File: src/rtl/fsup_pkg.sv
package fsup_pkg;

  // Strobes from the control half to the channel datapath
  typedef struct packed {
    logic wipe;    // logic supply undervoltage: clear everything
    logic clr;     // status reset: release latched channels
    logic blank;   // global blanking (overvoltage policy or over-temperature)
    logic ocKill;  // over-current latches the channel off
    logic ulKill;  // under-load latches the channel off
  } fsup_strobe_t;

endpackage

File: src/rtl/fsup_datapath.sv
module fsup_datapath
  import fsup_pkg::*;
#(
  parameter int NUM_CH   = 12,
  parameter int UL_DELAY = 8
) (
  input  logic              clk,
  input  logic              rstN,
  input  fsup_strobe_t      stb,
  input  logic [NUM_CH-1:0] cmdEn,
  input  logic [NUM_CH-1:0] ocFlag,
  input  logic [NUM_CH-1:0] ulFlag,
  output logic [NUM_CH-1:0] drvEn,
  output logic [NUM_CH-1:0] ocHit,
  output logic [NUM_CH-1:0] ulHit
);

  localparam int CW = $clog2(UL_DELAY + 1);

  logic [NUM_CH-1:0] latchOff;
  logic [NUM_CH-1:0] latchNext;
  logic [NUM_CH-1:0] drvNext;

  // faults only count on channels that are actually driving
  assign ocHit = ocFlag & drvEn;

  for (genvar ch = 0; ch < NUM_CH; ch++) begin : g_chan
    logic [CW-1:0] ulCnt;
    logic          ulActive;

    assign ulActive  = ulFlag[ch] & drvEn[ch];
    assign ulHit[ch] = ulActive && (ulCnt == CW'(UL_DELAY));

    always_ff @(posedge clk or negedge rstN) begin
      if (!rstN) begin
        ulCnt <= '0;
      end else if (stb.wipe || !ulActive) begin
        ulCnt <= '0;
      end else if (ulCnt != CW'(UL_DELAY)) begin
        ulCnt <= ulCnt + 1'b1;
      end
    end


    cnt_bound_chk: assert property (@(posedge clk) disable iff (!rstN)
      ulCnt <= CW'(UL_DELAY));
  end

  always_comb begin
    if (stb.wipe) begin
      latchNext = '0;
    end else begin
      latchNext = (latchOff & ~{NUM_CH{stb.clr}})
                | (ocHit & {NUM_CH{stb.ocKill}})
                | (ulHit & {NUM_CH{stb.ulKill}});
    end
    if (stb.wipe || stb.blank) begin
      drvNext = '0;
    end else begin
      drvNext = cmdEn & ~latchNext;
    end
  end

  always_ff @(posedge clk or negedge rstN) begin
    if (!rstN) begin
      latchOff <= '0;
      drvEn    <= '0;
    end else begin
      latchOff <= latchNext;
      drvEn    <= drvNext;
    end
  end


  no_uncommanded_chk: assert property (@(posedge clk) disable iff (!rstN)
    (drvEn & ~$past(cmdEn)) == '0);


  latch_hold_chk: assert property (@(posedge clk) disable iff (!rstN)
    (!stb.clr && !stb.wipe) |=> ((latchOff & $past(latchOff)) == $past(latchOff)));


  blank_off_chk: assert property (@(posedge clk) disable iff (!rstN)
    stb.blank |=> (drvEn == '0));


  wipe_clear_chk: assert property (@(posedge clk) disable iff (!rstN)
    stb.wipe |=> (drvEn == '0 && latchOff == '0));

endmodule

File: src/rtl/fsup_control.sv
module fsup_control
  import fsup_pkg::*;
#(
  parameter int NUM_CH    = 12,
  parameter int NUM_PAIRS = 6,
  parameter int NUM_SUP   = 2
) (
  input  logic                 clk,
  input  logic                 rstN,
  input  logic                 logicUv,
  input  logic                 statusClr,
  input  logic                 ocLatchEn,
  input  logic                 ulLatchEn,
  input  logic                 ovShutEn,
  input  logic [NUM_SUP-1:0]   vsOver,
  input  logic [NUM_PAIRS-1:0] twFlag,
  input  logic [NUM_PAIRS-1:0] otFlag,
  input  logic [NUM_CH-1:0]    ocHit,
  input  logic [NUM_CH-1:0]    ulHit,
  output fsup_strobe_t         stb,
  output logic                 stOc,
  output logic                 stUl,
  output logic                 stOv,
  output logic                 stTw
);

  localparam int NUM_ST = 4;

  logic [NUM_ST-1:0] stSet;
  logic [NUM_ST-1:0] stReg;

  always_comb begin
    stb.wipe   = logicUv;
    stb.clr    = statusClr;
    stb.blank  = (ovShutEn & (|vsOver)) | (|otFlag);
    stb.ocKill = ocLatchEn;
    stb.ulKill = ulLatchEn;
  end

  assign stSet = {|ocHit, |ulHit, |vsOver, |twFlag};

  for (genvar b = 0; b < NUM_ST; b++) begin : g_stat
    always_ff @(posedge clk or negedge rstN) begin
      if (!rstN) begin
        stReg[b] <= 1'b0;
      end else if (logicUv) begin
        stReg[b] <= 1'b0;
      end else begin
        stReg[b] <= (stReg[b] & ~statusClr) | stSet[b];
      end
    end
  end

  assign {stOc, stUl, stOv, stTw} = stReg;


  oc_sticky_chk: assert property (@(posedge clk) disable iff (!rstN)
    (stOc && !statusClr && !logicUv) |=> stOc);


  tw_sticky_chk: assert property (@(posedge clk) disable iff (!rstN)
    (stTw && !statusClr && !logicUv) |=> stTw);


  ov_sticky_chk: assert property (@(posedge clk) disable iff (!rstN)
    (stOv && !statusClr && !logicUv) |=> stOv);

endmodule

File: src/rtl/drv_fault_supervisor.sv
module drv_fault_supervisor
  import fsup_pkg::*;
#(
  parameter int NUM_PAIRS = 6,
  parameter int NUM_SUP   = 2,
  parameter int UL_DELAY  = 8,
  localparam int NUM_CH   = 2 * NUM_PAIRS
) (
  input  logic                 clk,
  input  logic                 rstN,
  input  logic                 logicUv,
  input  logic [NUM_CH-1:0]    cmdEn,
  input  logic                 ocLatchEn,
  input  logic                 ulLatchEn,
  input  logic                 ovShutEn,
  input  logic                 statusClr,
  input  logic [NUM_CH-1:0]    ocFlag,
  input  logic [NUM_CH-1:0]    ulFlag,
  input  logic [NUM_SUP-1:0]   vsOver,
  input  logic [NUM_PAIRS-1:0] twFlag,
  input  logic [NUM_PAIRS-1:0] otFlag,
  output logic [NUM_CH-1:0]    drvEn,
  output logic                 stOc,
  output logic                 stUl,
  output logic                 stOv,
  output logic                 stTw
);

  fsup_strobe_t      stb;
  logic [NUM_CH-1:0] ocHit;
  logic [NUM_CH-1:0] ulHit;

  fsup_control #(
    .NUM_CH(NUM_CH), .NUM_PAIRS(NUM_PAIRS), .NUM_SUP(NUM_SUP)
  ) u_control (
    .clk(clk), .rstN(rstN), .logicUv(logicUv), .statusClr(statusClr),
    .ocLatchEn(ocLatchEn), .ulLatchEn(ulLatchEn), .ovShutEn(ovShutEn),
    .vsOver(vsOver), .twFlag(twFlag), .otFlag(otFlag),
    .ocHit(ocHit), .ulHit(ulHit), .stb(stb),
    .stOc(stOc), .stUl(stUl), .stOv(stOv), .stTw(stTw)
  );

  fsup_datapath #(
    .NUM_CH(NUM_CH), .UL_DELAY(UL_DELAY)
  ) u_datapath (
    .clk(clk), .rstN(rstN), .stb(stb), .cmdEn(cmdEn),
    .ocFlag(ocFlag), .ulFlag(ulFlag),
    .drvEn(drvEn), .ocHit(ocHit), .ulHit(ulHit)
  );

endmodule

File: config.mk
export PLATFORM = sky130hd
export DESIGN_NAME = drv_fault_supervisor
export DESIGN_NICKNAME = d
export VERILOG_FILES = /design/src/rtl/fsup_pkg.sv /design/src/rtl/fsup_datapath.sv /design/src/rtl/fsup_control.sv /design/src/rtl/drv_fault_supervisor.sv
export SDC_FILE = /design/constraint.sdc
export NUM_CORES = 1
export LEC_CHECK = 0
export CELL_PAD_IN_SITES_DETAIL_PLACEMENT = 0
export CELL_PAD_IN_SITES_GLOBAL_PLACEMENT = 1
export CORE_ASPECT_RATIO = 0.7
export CORE_MARGIN = 3
export CORE_UTILIZATION = 41
export DETAILED_ROUTE_END_ITERATION = 8
export PLACE_DENSITY_LB_ADDON = 0.1
export RECOVER_POWER = 50
export SLEW_MARGIN = 20
export SYNTH_ARGS = -nofsm -noshare
export SYNTH_HDL_FRONTEND = slang
export SYNTH_SLANG_ARGS = --single-unit
File: constraint.sdc
create_clock -name clk -period 1.72 [get_ports clk]
set_clock_uncertainty 0.05 [all_clocks]
set_input_delay 0.172 -clock clk [delete_from_list [all_inputs] [get_ports clk]]
set_output_delay 0.172 -clock clk [all_outputs]
set_load 0.03 [all_outputs]
# == Word level (Yosys, flattened, before mapping) ==
# Cells that the tools add are included.
# totals
regBits,76
elab_cells,170
output_inout_bits,16
inputBits,57
# classes
bitwise_logic,32
n_reduce_logical,54
n_mux,30
n_eq_ne,24
n_addsub,12
# ops
cell,n
2-to-1 mux 4 bit,24
AND 12 bit,5
adder 4 x 1 -> 4 bit (second input constant),12
equality test 4 bit (second input constant),12
inequality test 4 bit (second input constant),12
2-to-1 mux 12 bit,2
inverter 12 bit,2
OR 12 bit,2
nonzero test 2 bit,12
OR reduction 12 bit,2
AND 1 bit,17
logical OR 1 bit,13
logical AND 1 bit,12
logical NOT 1 bit,12
OR reduction 6 bit,2
OR 1 bit,5
2-to-1 mux 1 bit,4
OR reduction 2 bit,1
inverter 1 bit,1

# == Logic depth before layout (Yosys ltp) ==
# depth
ltp_word,8
mapped_depth,7
ltp_nobuf,6

# == Cells and area by module ==
# Synthesis repeated with hierarchy kept, for this count alone.
# hier_totals
hier_cells,379
hier_area_um2,3976.3
# modules_own_cells
mod,n_inst,seq_area_each_um2,area_each_um2,cells_per_inst
fsup_datapath,1,1801.7,3696.0,350
fsup_control,1,100.1,280.3,29

# == Least setup slack after synthesis ==
# Ideal clock, no wire load.
# synth_timing
path_type,flip-flop to flip-flop
start,reg u_datapath.g_chan[9].ulCnt[0]
end,reg u_datapath.drvEn[9]
arrival_time_ps,1288
required_ps,1547
period_less_slack_ps,1461
stages_incl_launch_ff,7
setup_time_ps,123
setup_slack_ps,259
path_buffers,0
cell_sequence,dfrtp_1 -> inv_1 -> ha_1 -> nand3b_4 -> or3_1 -> a21oi_2 -> nor3b_1
# synth_via
elab_chain_len,8
# synth_lines
element,line_no,rtl
from (decl),fsup_datapath.sv:28,logic [CW-1:0] ulCnt;
from (signal assigned),fsup_datapath.sv:40,ulCnt <= ulCnt + 1'b1;
equality test 4 bit,fsup_datapath.sv:32,assign ulHit[ch] = ulActive && (ulCnt == CW'(UL_DELAY));
logical AND 1 bit,fsup_datapath.sv:32,
AND 12 bit,fsup_datapath.sv:55,| (ulHit & {NUM_CH{stb.ulKill}});
OR 12 bit,fsup_datapath.sv:55,
2-to-1 mux 12 bit,fsup_datapath.sv:50,if (stb.wipe) begin
net u_datapath.latchNext[9],fsup_datapath.sv:21,logic [NUM_CH-1:0] latchNext;
inverter 12 bit,fsup_datapath.sv:60,drvNext = cmdEn & ~latchNext;
AND 12 bit,fsup_datapath.sv:60,
2-to-1 mux 12 bit,fsup_datapath.sv:57,if (stb.wipe || stb.blank) begin
net u_datapath.drvNext[9],fsup_datapath.sv:22,logic [NUM_CH-1:0] drvNext;
to (signal assigned),fsup_datapath.sv:70,drvEn <= drvNext;
to (decl),fsup_datapath.sv:13,"output logic [NUM_CH-1:0] drvEn,"
# The timed path passes the listed nets, and every way through them passes these cells.
# A chain may end at the register's enable or synchronous reset.

# == Worst setup path in the final report ==
# layout_timing
start,reg u_datapath.drvEn[10]
end,out drvEn[10]
# layout_lines
element,line_no,rtl
to (decl),drv_fault_supervisor.sv:22,"output logic [NUM_CH-1:0] drvEn,"
# No word-level cell between the ends.

==> results.md <==
Clock tree:
- No sink is reached through more buffers than the 2 on the longest clock path.
- After clock tree synthesis, the clock-pin slew on the worst setup and hold paths is approximately 50 ps.
- For the worst-skew pair, the clock arrives at the later sink with an insertion delay of about 330 ps.
- The cell sitting at the root of the clock tree is a sky130_fd_sc_hd__clkbuf_16.
- The clock tree from TritonCTS is built.
- The H-tree depth reported by CTS is 3.
- The CTS sink count is 76.
- The number of buffers added by the clock tree synthesis step is 9.
- Post-CTS timing repair inserted 0 buffers for setup.

Critical path:
- The critical path launch point type is a register.
- Counting both buffers and inverters, the worst setup path holds a total of 1.
- The highest fanout seen on the critical path is 4.
- The worst register-to-register path has a setup slack of 110 ps.
- Walking the worst path, the cells encountered are clkdlybuf4s50_1.
- Data arrives at the worst endpoint at 1440 ps.
- STA classifies the critical path endpoint as a primary output.
- On the critical path the largest part of the delay comes from buffers and inverters.
- The data required time of the critical path is 1500 ps.
- For this run, the slowest stage of the critical path takes 700 ps.
- The critical path is of the register to primary output type.
- The master of the slowest instance on the critical path is sky130_fd_sc_hd__clkdlybuf4s50_1.

STA:
- Setup violations remaining at the end of the flow were counted as 0.
- At the pin with the least slew margin, the transition time is ~630 ps.
- The total count of max-transition violations in the final report came to 0.
- The setup TNS is 0 ps.
- Of the available clock period, the critical path in the final layout requires 0.966.
- The normalized max-slew margin is 0.583.
- The number of hold violations in the final report came to 0.
- Setup repair after global routing left no endpoint under its margin.
- The clock period could shrink to 1660 ps.
- The maximum clock frequency is roughly 0.60 GHz.

Drt:
- Before antenna repair, the detailed router went through 4 iterations.
- Detailed routing inserted a total of just over 3000 vias.
- After detailed routing, the number of remaining DRC violations is 0.
- The count of nets left with antenna violations after detail routing is 0.
- Using the TritonRoute via totals, the vias-per-cell ratio works out to 5.03.
- The total routed wirelength is 9.54 mm.
- The DRC marker count from the first detailed-route iteration is ~210.
- Dividing the detail-routed wire length by the instance count gives 15.5 um.

Synth:
- The post-synth design cell area is just under 4000 um2.
- The average cell area after synthesis is ~10 um2.
- By area the synthesized netlist is led by sky130_fd_sc_hd__dfrtp_1 (48%), sky130_fd_sc_hd__ha_1 (7.6%), sky130_fd_sc_hd__nor2_1 (5.2%), sky130_fd_sc_hd__nand3b_4 (4.0%), sky130_fd_sc_hd__xnor2_1 (3.7%).
- In the synthesized netlist, the number of instances is ~390.
- The share of synthesized area in the top cell type comes to 0.479.
- Synthesis inferred 76 register bits.
- For this run, the register share of the synthesized area comes to 0.479.
- The net count of the mapped netlist is approximately 470.
- The count of different cell masters after synthesis is 43.
- The synthesis warning total is 0.
- sky130_fd_sc_hd__dfrtp_1 takes more of the synthesized area than any other cell.

Cells and area:
- At the end of the flow the core is filled with cells to 0.573.
- The antenna diode count is 0.
- The filler cells instantiated in the layout total between 800 and 900.
- The number of cells in the finished layout apart from fillers is around 600.
- Relative to the synthesized area, the layout overhead comes to 33.5%.
- In the final layout, the share of cells above drive strength 1 is 0.135.
- For this run, the post-layout net count is roughly 570.

Die:
- The height of the die is approximately 90 um.
- After floorplanning, the core was sized to cover approximately 9300 um2.
- In this run the count of I/O pins placed on the die edge is 73.
- The die covers approximately 11000 um2.
- The count of standard-cell rows is 29.
- The effective utilization at floorplan is 0.429.
- The floorplan step set the die width to approximately 120 um.

Job:
- The tool flagged a number of max-cap violations equal to 0.

Global routing:
- The via count of the first global-routing pass is between 3000 and 4000.
- The residual overflow from global routing is 0.
- The global-route usage over all layers is 0.191.
- The initial antenna violation count came to 0.
- The first global-routing pass estimated 15.7 mm of wire.
- Entering global routing, the biggest net connects 33 pins.

Placed design:
- Routability-driven placement finished with a final weighted congestion of 0.834.
- During placement, the flow inserted port buffers numbering a little over 70.
- After detailed placement, the design holds a cell count of ~600.
- Summed over all nets, the half-perimeter wirelength after detailed placement is roughly 7.2 mm.

Pwr:
- For this design the ratio of total power to cell area is 717 nW/um2.
- The total leakage power is between 2 and 2.5 nW.
- VDD sags by at most around 540 uV.
- The completed layout was analyzed and its total power is 3.80 mW.

Outcome:
- The flow ran to the end, and the final reports show no timing, DRC or antenna violations.

Hold path:
- The worst hold path belongs to the class primary input to register.
## registers in the layout (all words and copies together) (netlist names)
register                 count
u_control.stOc               1
u_control.stOv               1
u_control.stTw               1
u_control.stUl               1
u_datapath.drvEn            12
u_datapath.g_chan.ulCnt     48
u_datapath.latchOff         12
## cells in the final DEF, fill, tap and decap left out, types with 3 or more instances in the layout
cell type and n:
sky130_fd_sc_hd__ha_1 23, sky130_fd_sc_hd__o22ai_1 4, sky130_fd_sc_hd__a31oi_1 3, sky130_fd_sc_hd__nor2_1 55
sky130_fd_sc_hd__mux2i_1 5, sky130_fd_sc_hd__a32oi_1 6, sky130_fd_sc_hd__dlymetal6s2s_1 4, sky130_fd_sc_hd__nand2b_1 6
sky130_fd_sc_hd__o311a_1 6, sky130_fd_sc_hd__nand3_1 19, sky130_fd_sc_hd__clkbuf_8 3, sky130_fd_sc_hd__xnor2_1 17
sky130_fd_sc_hd__and3b_1 3, sky130_fd_sc_hd__or2_2 9, sky130_fd_sc_hd__nor3_1 8, sky130_fd_sc_hd__clkdlybuf4s50_1 65
sky130_fd_sc_hd__nor3b_1 10, sky130_fd_sc_hd__xor2_1 12, sky130_fd_sc_hd__dlygate4sd3_1 3, sky130_fd_sc_hd__nand2_1 23
sky130_fd_sc_hd__dfrtp_1 76, sky130_fd_sc_hd__a21oi_1 19, sky130_fd_sc_hd__nand3b_1 5, sky130_fd_sc_hd__nand3b_4 8
sky130_fd_sc_hd__or3_1 3, sky130_fd_sc_hd__inv_1 29, sky130_fd_sc_hd__clkbuf_16 9, sky130_fd_sc_hd__a211oi_1 5
sky130_fd_sc_hd__buf_4 21
## metrics by stage
step                hold slack, ps  worst slack, ps  area [um2]
floorplan                     -174              259        3970
global placement              54.2             36.1        5010
detailed placement            53.6            -9.64        5010
CTS                            269             6.28        5300
global route                   353            0.997        5300
finish                         339             57.9        5300
## power by group
group | leakage (nW) | total [mW] | internal [mW] | switching [mW]
Combinational | 1.02 | 0.253 | 0.141 | 0.112
Sequential | 1.06 | 1.80 | 1.79 | 0.00263
Clock | 0.140 | 1.75 | 1.07 | 0.681
## Yosys cell counts (all sizes together)
cell / n
dfrtp: 76
nor2: 56
inv: 31
ha: 24
nand2: 23
a21oi: 21
nand3: 19
xnor2: 17
nand3b: 13
xor2: 12
nor3b: 10
or2: 10
nor3: 8
buf: 7
a32oi: 6
nand2b: 6
o311a: 6
a211oi: 5
mux2i: 5
and3b: 4
o22ai: 4
a31oi: 3
or3: 3
a221oi: 2
a22oi: 2
nor4: 2
o32ai: 2
a2111oi: 1
a222oi: 1
a22o: 1
a311oi: 1
clkbuf: 1
mux2: 1
nand4: 1
o21ai: 1
## logic make-up (layout without fill, tap and decap cells)
family	Yosys count	in the layout	share of synthesized area
simple gates	155	155	0.224
flops	76	76	0.479
compound gates	56	56	0.100
buf+inv	39	144	0.0422
xor+xnor	29	29	0.0639
fa+ha+maj	24	24	0.0756
mux	6	6	0.0154
## worst min-delay path: cells and delay by family
family	cells	cell delay, ps
buf+inv	2	460
simple gates	1	50
## per-layer routing
metal	GRT usage	share of wire	routed length [um]	up-vias
li1	-	-	-	1538
met1	0.263	0.49	4640	1485
met2	0.296	0.46	4410	62
met3	0.0530	0.046	436	4
met4	0.0543	0.0058	55	0
met5	0	0	0	-
## final cells by class
cell class | instances | area, um2 | share of cell area
sequential | 76 | 1900 | 0.359
inverter | 31 | 116 | 0.0219
tap | 124 | 155 | 0.0293
timing repair buffer | 99 | 933 | 0.176
multi-input combinational | 270 | 1920 | 0.362
clock inverter | 2 | 10.0 | 0.00189
clock buffer | 12 | 267 | 0.0503
## worst paths after layout
| check | from | endpoint | depth (start not counted) |
|---|---|---|---|
| worst max-delay path | u_datapath.drvEn[10] | drvEn[10] | 1 |
| min in group asynchronous | rstN | u_control.stOc | 2 |
| worst min-delay path | cmdEn[4] | u_datapath.drvEn[4] | 3 |
| worst max register to register | u_datapath.g_chan[5].ulCnt[0] | u_datapath.drvEn[5] | 7 |
| worst min register to register | u_control.stOv | u_control.stOv | 2 |
| max in group asynchronous | rstN | u_datapath.g_chan[5].ulCnt[1] | 3 |
## timing repair
item                       in CTS  in global routing
hold endpoints to repair       22                  0
setup endpoints to repair       0                  6
hold buffers                    1                  0
gates resized for setup         0                  9
No activity file was read; power rests on OpenSTA's default activity.
